==> config.mk <==
export PLATFORM = sky130hd
export DESIGN_NAME = spi_reg_slave
export DESIGN_NICKNAME = d
export VERILOG_FILES = /design/src/rtl/spi_reg_pkg.sv /design/src/rtl/spi_sync.sv /design/src/rtl/spi_reg_ctrl.sv /design/src/rtl/spi_reg_dp.sv /design/src/rtl/spi_reg_slave.sv
export SDC_FILE = /design/constraint.sdc
export NUM_CORES = 1
export LEC_CHECK = 0
export BUFFER_PORTS_ARGS = -buffer_cell sky130_fd_sc_hd__buf_2
export CAP_MARGIN = 40
export CORE_MARGIN = 4
export CORE_UTILIZATION = 59
export CTS_BUF_LIST = sky130_fd_sc_hd__clkbuf_4
export DETAILED_ROUTE_END_ITERATION = 16
export PLACE_DENSITY = 0.89
export SYNTH_ARGS = -nofsm -noshare
export SYNTH_HDL_FRONTEND = slang
export SYNTH_SLANG_ARGS = --single-unit
==> constraint.sdc <==
create_clock -name clk -period 2 [get_ports clk]
set_input_delay 0.2 -clock clk [delete_from_list [all_inputs] [get_ports clk]]
set_output_delay 0.2 -clock clk [all_outputs]
set_load 0.01 [all_outputs]
==> src/rtl/spi_reg_pkg.sv <==
package spi_reg_pkg;

  // Per-cycle strobes from the frame control to the datapath.
  typedef struct packed {
    logic shiftIn;   // rising serial-clock edge: take one input bit
    logic commitWr;  // a write data byte is complete
    logic fetchRd;   // issue a register read for the next output byte
    logic shiftOut;  // falling edge in a read data phase: present next bit
  } ctlStrobe_t;

endpackage

==> src/rtl/spi_sync.sv <==
module spi_sync #(
  parameter int WIDTH = 3,
  parameter int STAGES = 2,
  parameter logic [WIDTH-1:0] RESET_VAL = '0
) (
  input  logic             clk,
  input  logic             rstN,
  input  logic [WIDTH-1:0] asyncIn,
  output logic [WIDTH-1:0] syncOut
);

  logic [WIDTH-1:0] stage [STAGES];

  for (genvar s = 0; s < STAGES; s++) begin : g_stage
    always_ff @(posedge clk or negedge rstN) begin
      if (!rstN) begin
        stage[s] <= RESET_VAL;
      end else begin
        if (s == 0) stage[s] <= asyncIn;
        else        stage[s] <= stage[(s > 0) ? s - 1 : 0];
      end
    end
  end

  assign syncOut = stage[STAGES-1];

endmodule

==> src/rtl/spi_reg_ctrl.sv <==
module spi_reg_ctrl
  import spi_reg_pkg::*;
#(
  parameter int ADDR_W = 6,
  parameter int DATA_W = 8
) (
  input  logic              clk,
  input  logic              rstN,
  input  logic              csS,
  input  logic              spcS,
  input  logic [DATA_W-1:0] rxNext,
  output ctlStrobe_t        strb,
  output logic [ADDR_W-1:0] accessAddr,
  output logic              oe
);

  localparam int CNT_W = $clog2(DATA_W);
  localparam logic [CNT_W-1:0] LAST_BIT = CNT_W'(DATA_W - 1);
  localparam int RW_POS = DATA_W - 1;
  localparam int MS_POS = DATA_W - 2;

  logic             spcD;
  logic [CNT_W-1:0] bitCnt;
  logic             inDataQ;
  logic             rwQ;
  logic             msQ;
  logic [ADDR_W-1:0] addrQ;
  logic             oeQ;

  logic riseE, fallE, byteEnd, cmdEnd, dataEnd;
  logic [ADDR_W-1:0] stepAddr;

  always_comb begin
    riseE    = !csS && spcS && !spcD;
    fallE    = !csS && !spcS && spcD;
    byteEnd  = riseE && (bitCnt == LAST_BIT);
    cmdEnd   = byteEnd && !inDataQ;
    dataEnd  = byteEnd && inDataQ;
    stepAddr = msQ ? addrQ + ADDR_W'(1) : addrQ;

    strb.shiftIn  = riseE;
    strb.commitWr = dataEnd && !rwQ;
    strb.fetchRd  = (cmdEnd && rxNext[RW_POS]) || (dataEnd && rwQ);
    strb.shiftOut = fallE && inDataQ && rwQ;

    if (!inDataQ)  accessAddr = rxNext[ADDR_W-1:0];
    else if (rwQ)  accessAddr = stepAddr;
    else           accessAddr = addrQ;
  end

  always_ff @(posedge clk or negedge rstN) begin
    if (!rstN) begin
      spcD    <= 1'b1;
      bitCnt  <= '0;
      inDataQ <= 1'b0;
      rwQ     <= 1'b0;
      msQ     <= 1'b0;
      addrQ   <= '0;
      oeQ     <= 1'b0;
    end else begin
      spcD <= spcS;
      if (csS) begin
        bitCnt  <= '0;
        inDataQ <= 1'b0;
        oeQ     <= 1'b0;
      end else begin
        if (riseE) bitCnt <= (bitCnt == LAST_BIT) ? '0 : bitCnt + CNT_W'(1);
        if (cmdEnd) begin
          inDataQ <= 1'b1;
          rwQ     <= rxNext[RW_POS];
          msQ     <= rxNext[MS_POS];
          addrQ   <= rxNext[ADDR_W-1:0];
        end
        if (dataEnd)       addrQ <= stepAddr;
        if (strb.shiftOut) oeQ   <= 1'b1;
      end
    end
  end

  assign oe = oeQ;

  // once chip-select is seen high the line is released on the next cycle
  a_r5_idle_released: assert property (@(posedge clk) disable iff (!rstN)
    csS |=> !oeQ);

  // the output is only ever enabled inside the data phase of a read
  a_r5_drive_read_only: assert property (@(posedge clk) disable iff (!rstN)
    oeQ |-> (rwQ && inDataQ));

  // a completed data byte with stepping on moves to the next address
  a_r6_step_advances: assert property (@(posedge clk) disable iff (!rstN)
    (dataEnd && msQ) |=> (addrQ == $past(addrQ) + ADDR_W'(1)));

  // without stepping the address holds across data bytes
  a_r7_fixed_holds: assert property (@(posedge clk) disable iff (!rstN)
    (dataEnd && !msQ) |=> $stable(addrQ));

endmodule

==> src/rtl/spi_reg_dp.sv <==
module spi_reg_dp
  import spi_reg_pkg::*;
#(
  parameter int ADDR_W = 6,
  parameter int DATA_W = 8,
  parameter int REG_AW = ADDR_W + 1
) (
  input  logic              clk,
  input  logic              rstN,
  input  logic              sdiS,
  input  ctlStrobe_t        strb,
  input  logic [ADDR_W-1:0] accessAddr,
  output logic [DATA_W-1:0] rxNext,
  output logic              txBit,
  output logic [REG_AW-1:0] regAddr,
  output logic              regWe,
  output logic [DATA_W-1:0] regWdata,
  output logic              regRe,
  input  logic [DATA_W-1:0] regRdata
);

  localparam int PAD_W = REG_AW - ADDR_W;

  logic [DATA_W-1:0] rxShift;
  logic [DATA_W-1:0] txShift;
  logic              txBitQ;
  logic              loadPend;
  logic [REG_AW-1:0] regAddrQ;
  logic              regWeQ;
  logic              regReQ;
  logic [DATA_W-1:0] regWdataQ;

  assign rxNext = {rxShift[DATA_W-2:0], sdiS};

  always_ff @(posedge clk or negedge rstN) begin
    if (!rstN) begin
      rxShift   <= '0;
      txShift   <= '0;
      txBitQ    <= 1'b0;
      loadPend  <= 1'b0;
      regAddrQ  <= '0;
      regWeQ    <= 1'b0;
      regReQ    <= 1'b0;
      regWdataQ <= '0;
    end else begin
      regWeQ   <= 1'b0;
      regReQ   <= 1'b0;
      loadPend <= regReQ;
      if (strb.shiftIn) rxShift <= rxNext;
      if (strb.commitWr) begin
        regWeQ    <= 1'b1;
        regAddrQ  <= {{PAD_W{1'b0}}, accessAddr};
        regWdataQ <= rxNext;
      end
      if (strb.fetchRd) begin
        regReQ   <= 1'b1;
        regAddrQ <= {{PAD_W{1'b0}}, accessAddr};
      end
      if (loadPend) begin
        txShift <= regRdata;
      end else if (strb.shiftOut) begin
        txBitQ  <= txShift[DATA_W-1];
        txShift <= {txShift[DATA_W-2:0], 1'b0};
      end
    end
  end

  assign txBit    = txBitQ;
  assign regAddr  = regAddrQ;
  assign regWe    = regWeQ;
  assign regRe    = regReQ;
  assign regWdata = regWdataQ;

  // every commit is a single-cycle pulse
  a_r3_write_single: assert property (@(posedge clk) disable iff (!rstN)
    regWeQ |=> !regWeQ);

  // reads and writes never share a cycle on the register port
  a_r3_port_exclusive: assert property (@(posedge clk) disable iff (!rstN)
    !(regWeQ && regReQ));

  // the register-file address always has its top bit clear
  a_r2_addr_top_clear: assert property (@(posedge clk) disable iff (!rstN)
    (regWeQ || regReQ) |-> (regAddrQ[REG_AW-1] == 1'b0));

endmodule

==> src/rtl/spi_reg_slave.sv <==
module spi_reg_slave
  import spi_reg_pkg::*;
#(
  parameter int ADDR_W = 6,
  parameter int DATA_W = 8,
  parameter int SYNC_STAGES = 2,
  parameter int REG_AW = ADDR_W + 1
) (
  input  logic              clk,
  input  logic              rstN,
  input  logic              threeWire,
  input  logic              csN,
  input  logic              spc,
  input  logic              sdiIn,
  output logic              sdoData,
  output logic              sdoOe,
  output logic              sdioData,
  output logic              sdioOe,
  output logic [REG_AW-1:0] regAddr,
  output logic              regWe,
  output logic [DATA_W-1:0] regWdata,
  output logic              regRe,
  input  logic [DATA_W-1:0] regRdata
);

  logic [2:0]        pinsS;
  ctlStrobe_t        strb;
  logic [ADDR_W-1:0] accessAddr;
  logic [DATA_W-1:0] rxNext;
  logic              txBit;
  logic              oe;

  spi_sync #(.WIDTH(3), .STAGES(SYNC_STAGES), .RESET_VAL(3'b110)) u_sync (
    .clk(clk), .rstN(rstN),
    .asyncIn({csN, spc, sdiIn}),
    .syncOut(pinsS)
  );

  spi_reg_ctrl #(.ADDR_W(ADDR_W), .DATA_W(DATA_W)) u_ctrl (
    .clk(clk), .rstN(rstN),
    .csS(pinsS[2]), .spcS(pinsS[1]),
    .rxNext(rxNext), .strb(strb),
    .accessAddr(accessAddr), .oe(oe)
  );

  spi_reg_dp #(.ADDR_W(ADDR_W), .DATA_W(DATA_W), .REG_AW(REG_AW)) u_dp (
    .clk(clk), .rstN(rstN),
    .sdiS(pinsS[0]), .strb(strb), .accessAddr(accessAddr),
    .rxNext(rxNext), .txBit(txBit),
    .regAddr(regAddr), .regWe(regWe), .regWdata(regWdata),
    .regRe(regRe), .regRdata(regRdata)
  );

  assign sdoData  = txBit;
  assign sdioData = txBit;
  assign sdoOe    = oe && !threeWire;
  assign sdioOe   = oe && threeWire;

  // only the enable of the selected pin arrangement may be active
  a_r8_one_enable: assert property (@(posedge clk) disable iff (!rstN)
    !(sdoOe && sdioOe));

endmodule

==> results of run 1 <==
==> what timing repair did <==
item / CTS / global route
hold endpoints to repair: 18 / 0
gates resized for setup: 0 / 1
endpoints found under the setup margin: 0 / 1
setup buffers: 0 / 0
hold buffers: 4 / 0
==> path summary, 6_finish.rpt <==
check | cells past startpoint | endpoint
worst max-delay path | 6 | u_ctrl.msQ$_DFFE_PN0P_
worst min-delay path | 3 | u_dp.txShift[0]$_DFFE_PN0P_
worst max register to register | 6 | u_ctrl.msQ$_DFFE_PN0P_
worst min register to register | 0 | u_sync.syncOut[1]$_DFF_PN1_
max in group asynchronous | 3 | u_ctrl.spcD$_DFF_PN1_
min in group asynchronous | 2 | u_sync.stage[3]$_DFF_PN0_
==> power by group through the flow <==
stage	sequential (mW)	clock [mW]	combinational [mW]
floorplan	1.21	0	0.146
global placement	1.28	0	0.158
detailed placement	1.29	0	0.168
CTS	1.27	0.500	0.175
global route	1.29	0.552	0.195
finish	1.28	0.482	0.171
==> cells in the final DEF (no fill, tap or decap), types with 5 or more instances in the layout <==
master	netlist	final
mux2_2	10	10
mux2_4	8	8
clkbuf_4	0	6
dfrtp_1	48	48
nor2_1	9	9
nand2_1	17	16
o21ai_0	9	9
buf_4	2	9
dfstp_2	5	5
nor2b_1	8	8
a21oi_1	25	25
buf_2	3	33
o22ai_1	12	12
nand3_1	8	8
==> worst reg2reg max path: stages (launching register included) <==
cell      delay [ns]
dfrtp_1         0.43
ha_1            0.21
ha_1            0.20
and4bb_2        0.27
buf_4           0.19
nand2_1         0.14
mux2_2          0.35
==> per-layer routing <==
metal  wire length, um  vias up
met1              2060      859
li1                  -      835
met5                 0        -
met4                44        0
met3               252        6
met2              2290       47
==> cell families (layout without fill, tap and decap cells) <==
logic type,Yosys count,in the layout,share of synthesized area (%)
simple gates,59,59,13.4
compound gates,55,55,13.2
flops,53,53,55.8
mux,20,20,10.6
buf+inv,17,58,3.78
xor+xnor,4,4,1.47
fa+ha+maj,3,3,1.57
other cells,1,1,0.157
==> state kept, by name, summed over array words and instances, names as in the netlist, 3 cells and up <==
register	count
u_dp.regWdata	8
u_dp.txShift	8
u_dp.rxShift	7
u_ctrl.addrQ	6
u_dp.regAddr	6
u_ctrl.bitCnt	3
u_sync.stage	3
u_sync.syncOut	3
==> metrics by stage <==
step | total power [mW] | std cells
final | 1.93 | 301
after global routing | 2.04 | 301
after CTS | 1.95 | 301
after detailed placement | 1.46 | 289
after global placement | 1.44 | 289
after floorplan | 1.36 | 212
==> layout make-up <==
cell class              instances  area [um2]
clock buffers                   6        45.0
clock inverters                 2        13.8
fillers                       254        1050
inverters                       3        11.3
multi-input cells             142         966
flip-flops and latches         53        1330
well taps                      48        60.1
repair buffers                 47         293
==> reports/qor.yml, run 1 <==
status:
  outcome: "completed"
sta:
  whs_ns: 0.0611
  drv_slew: 0
  timing.final.crit_period_ns: 1.89
  worst_slack_ns: 0.114
  finalSetupViolCount: 0
  rsz0062_at_grt: "no"
  fin_tns_setup_ns: 0
  max_freq_ghz: 0.530
  fin_skew_ns: 0.00927
  finalCritPeriodShare_pct: 94.3
  hold_viol_final: 0
floorplanning:
  die_x_um: 71.6
  die_y_um: 71.6
  initial_utilization_pct: 63.3
  ioPinCount: 35
  dieArea_mm2: 0.00513
  num_rows: 22
  coreArea_mm2: 0.00377
grt:
  first_global_vias: 1689
  grt_overflow: 0
  use_met1_pct: 29.0
  grt_max_degree: 20
  use_met2_pct: 30.6
  grt_busiest_layer: "met2"
  antenna_found_initial: 0
  track_usage_pct: 20.3
  grt_pass1_wl_um: 8130
  met3_usage_pct: 5.75
worst_setup_path:
  rr_startpoint: "u_ctrl.bitCnt[0]$_DFFE_PN0P_"
  start_kind: "flop"
  cp_slowest_cell: "dfrtp_1"
  rrSetupSlack_ns: 0.11
  path_cells: "ha_1 > ha_1 > and4bb_2 > buf_4 > nand2_1 > mux2_2"
  worstPathRequired_ns: 2.26
  cpMostUsedCell: "ha_1"
  startpoint: "u_ctrl.bitCnt[0]$_DFFE_PN0P_"
  critical_path_class: "flop to flop"
  crit_family: "flip-flops"
  slowest_delay_ns: 0.43
  path_buf_inv: 1
  worstPathArrival_ns: 2.15
  crit_path_end_kind: "flop"
  crit_fanout: 14
logic_synthesis:
  ys_seq_elements: 53
  yosys_warnings: 0
  yosysMostFrequentCell: "dfrtp_1"
  synth_ff_type: "dfrtp_1"
  synthTopCellsByCount: "48 x dfrtp_1, 25 x a21oi_1, 17 x nand2_1, 12 x o22ai_1, 10 x mux2_2"
  synth-edff-count: 0
  syn-num-nets: 229
  synth_area_per_cell_um2: 11.3
  synth_top_area_share_pct: 50.3
  ys_top_cells_by_area: "dfrtp_1 50%, dfstp_2 5.5%, a21oi_1 5.2%"
  syn_inst: 212
  seq_area_frac_synth_pct: 55.8
  synthArstFlopShare_pct: 100
  synth_cell_type_count: 40
  yosysTopAreaCell: "dfrtp_1"
  netlist_area_mm2: 0.00239
pwr:
  p_per_area_mw_per_mm2: 710
  switching_share_pct: 27.4
  switchingPower_uw: 529
  p_comb_share_pct: 8.9
  p_int_mw: 1.40
  irDropWorstVdd_uv: 624
  pwr-share-seq_pct: 66.2
  leakagePower_nw: 1.35
  pwr-share-clk_pct: 25.0
cts:
  cts_tree: "built"
  cts.path.max_buffers: 2
  clk_transition_reported_paths_ns: 0.14
  cts_root_buffer: "clkbuf_4"
  cts-buffers-inserted: 5
  clk_latency_ns: 0.37
  cts.sinks: 53
  h-tree-depth: 2
final_layout:
  fin_area_mm2: 0.00272
  drive_gt1_share_pct: 31.2
  syn2layout_area_growth_pct: 14.1
  nets: 269
  diodes: 0
  post-route-util_pct: 72.2
route:
  wl_per_cell_um: 15.5
  viasPerCell: 5.80
  routed_wl_um: 4650
  dr.pass1.iters: 4
  drc: 0
  vias: 1747
  drt_iter0_drc: 140
  drtAntennaViolNets: 0
placement:
  placed_area_mm2: 0.00262
  routabilityCongestion: 0.852
  dp_hpwl_um: 3330
  port_buffers: 33
  pre_cts_slack_ns: 0.123
worst_hold_path:
  min-delay-start: "regRdata[0]"
  hp-class: "primary input to flop"
run:
  drv_cap: 0
No activity file was read; power rests on OpenSTA's default activity.
==> inputs of run 2 (changes only) <==
Settings changed: ABC_AREA set to 1.
==> run 2 against run 1 <==
Against the previous run:
- wire length shrank 0.60%
- fmax grew 13%
- die area grew 0.88%
- count of clock-buffer cells in the layout is 1 higher
- register-to-register slack better by 0.22 ns
==> reports/qor.yml, run 2 <==
logic_synthesis:
  synth-edff-count: 0
  synthTopCellsByCount: "81 x nand2_1, 48 x dfrtp_1, 26 x inv_1, 18 x o21ai_0, 13 x nand3_1"
  synth_area_per_cell_um2: 9.20
  synth_ff_type: "dfrtp_1"
  synth_top_area_share_pct: 49.8
  yosysTopAreaCell: "dfrtp_1"
  ys_seq_elements: 53
  synth_cell_type_count: 36
  seq_area_frac_synth_pct: 55.3
  yosys_warnings: 0
  syn-num-nets: 279
  ys_top_cells_by_area: "dfrtp_1 50%, nand2_1 13%, dfstp_2 5.5%"
  synthArstFlopShare_pct: 100
  syn_inst: 262
  netlist_area_mm2: 0.00241
  yosysMostFrequentCell: "nand2_1"
worst_setup_path:
  startpoint: "u_ctrl.bitCnt[0]$_DFFE_PN0P_"
  rrSetupSlack_ns: 0.33
  rr_endpoint: "u_dp.regAddr[5]$_DFFE_PN0P_"
  critical_path_class: "flop to flop"
  worstPathArrival_ns: 1.95
  worstPathRequired_ns: 2.28
  r2r_cells: 8
  crit_path_end_kind: "flop"
  start_kind: "flop"
  crit_fanout: 17
  rr_startpoint: "u_ctrl.bitCnt[0]$_DFFE_PN0P_"
cts:
  cts_tree: "built"
  cts-buffers-inserted: 5
  cts.sinks: 53
  h-tree-depth: 2
  cts.path.max_buffers: 2
  clk_transition_reported_paths_ns: 0.14
  post_cts_resized: 0
  clk_latency_ns: 0.37
  cts_root_buffer: "clkbuf_4"
status:
  outcome: "completed"
sta:
  drv_slew: 0
  hold_viol_final: 0
  rsz0062_at_grt: "no"
  fin_tns_setup_ns: 0
  timing.final.crit_period_ns: 1.67
  finalCritPeriodShare_pct: 83.4
  max_freq_ghz: 0.600
  fin_skew_ns: 0.0108
  finalSetupViolCount: 0
  whs_ns: 0.0307
placement:
  routabilityCongestion: 0.936
  port_buffers: 33
  placed_area_mm2: 0.00261
  dp_hpwl_um: 3570
  placedCellCount: 338
grt:
  grt_pass1_wl_um: 8250
  antenna_found_initial: 0
  use_met1_pct: 26.4
  grt_overflow: 0
  use_met2_pct: 33.3
  first_global_vias: 1873
  met3_usage_pct: 4.71
  track_usage_pct: 20.4
  grt_max_degree: 20
  grt_busiest_layer: "met2"
final_layout:
  drive_gt1_share_pct: 24.5
  syn2layout_area_growth_pct: 12.4
  diodes: 0
  fillerInstances: 290
  fin_area_mm2: 0.00271
  final_common_cell: "nand2_1"
  nets: 318
  final_cell_count_no_fill: 350
  mostFrequentLayoutCells: "81 x nand2_1, 48 x dfrtp_1, 33 x buf_2"
floorplanning:
  ioPinCount: 35
  die_x_um: 71.9
  num_rows: 22
  coreArea_mm2: 0.00380
  dieArea_mm2: 0.00517
  initial_utilization_pct: 63.4
  die_y_um: 71.9
pwr:
  irDropWorstVdd_uv: 537
  leakagePower_nw: 1.38
  total_power_mw: 1.78
  p_per_area_mw_per_mm2: 656
route:
  routed_wl_um: 4620
  vias: 1901
  dr.pass1.iters: 5
  drc: 0
  viasPerCell: 5.43
  drt_iter0_drc: 160
  wl_per_cell_um: 13.2
  drtAntennaViolNets: 0
worst_hold_path:
  min_to: "u_dp.txShift[4]$_DFFE_PN0P_"
  hold_depth: 3
  hp-class: "primary input to flop"
  min-delay-start: "regRdata[4]"
run:
  drv_cap: 0
[run 2: changes by cell type in the layout (fill, tap and decap cells not counted), sizes merged, moves of 6 or more]
cell   delta
nand3     +7
buf       -7
o22ai    -11
a21oi    -15
mux2     -19
nor2b     -8
o21ai    +20
inv      +25
nor2      +6
nand2    +66
[run 2: worst max path at each step]
| stage | endpoint | slack (ns) | cells past startpoint |
|---|---|---|---|
| after CTS | u_dp.regAddr[5]$_DFFE_PN0P_ | 0.31 | 8 |
| after floorplan | u_dp.regWdata[2]$_DFFE_PN0P_ | 0.53 | 8 |
| after global routing | u_dp.regAddr[5]$_DFFE_PN0P_ | 0.20 | 8 |
| final | u_dp.regAddr[5]$_DFFE_PN0P_ | 0.33 | 8 |
| after detailed placement | u_dp.regAddr[5]$_DFFE_PN0P_ | 0.33 | 8 |
| after global placement | u_dp.regAddr[5]$_DFFE_PN0P_ | 0.41 | 8 |
[run 2: cell type report]
cell class	count	area (um2)	area share [%]
Multi-Input combinational cell	172	917	33.9
Sequential cell	53	1330	49.2
Clock inverter	1	7.51	0.277
Timing Repair Buffer	40	228	8.41
Tap cell	48	60.1	2.22
Clock buffer	7	52.6	1.94
Inverter	29	111	4.11
[run 2: logic make-up after synthesis]
logic type,count (synthesis),synth area share (%)
flip-flops,53,55.3
other,1,0.156
XOR/XNOR,2,0.727
AND/OR/NAND/NOR,116,22.4
adder cells (fa/ha/maj),3,1.56
AO/OA/AOI/OAI,50,13.2
buffers and inverters,37,6.65
[run 2: report_power, final]
part	total, mW	switching (mW)	internal, mW
Clock	0.483	0.317	0.166
Sequential	1.15	0.0322	1.12
Combinational	0.145	0.0965	0.0484
Total	1.78	0.446	1.33
[run 2: critical path: stages (launching register included)]
cell and delay, ns:
dfrtp_1 0.41, ha_1 0.20, ha_1 0.25, nand4_4 0.17, nor2_8 0.06, inv_4 0.18
nand2_2 0.11, nor2_1 0.14, a21oi_2 0.04
[run 2: repair_timing]
item,CTS,global route
setup endpoints to repair,0,0
buffers inserted,0,0
hold endpoints to repair,19,0
hold buffers,4,0
[run 2: per-layer routing]
metal,up-vias,share of wire (%)
met4,0,1.9
met2,71,48
met1,901,44
met5,-,0
li1,919,-
met3,10,6.0
[run 2: per-stage QoR]
step                      setup WS, ns  utilization [%]
after global routing             0.202             71.3
after global placement           0.407             68.7
final                            0.332             71.3
after CTS                        0.306             71.3
after detailed placement         0.328             68.7
after floorplan                  0.529                -
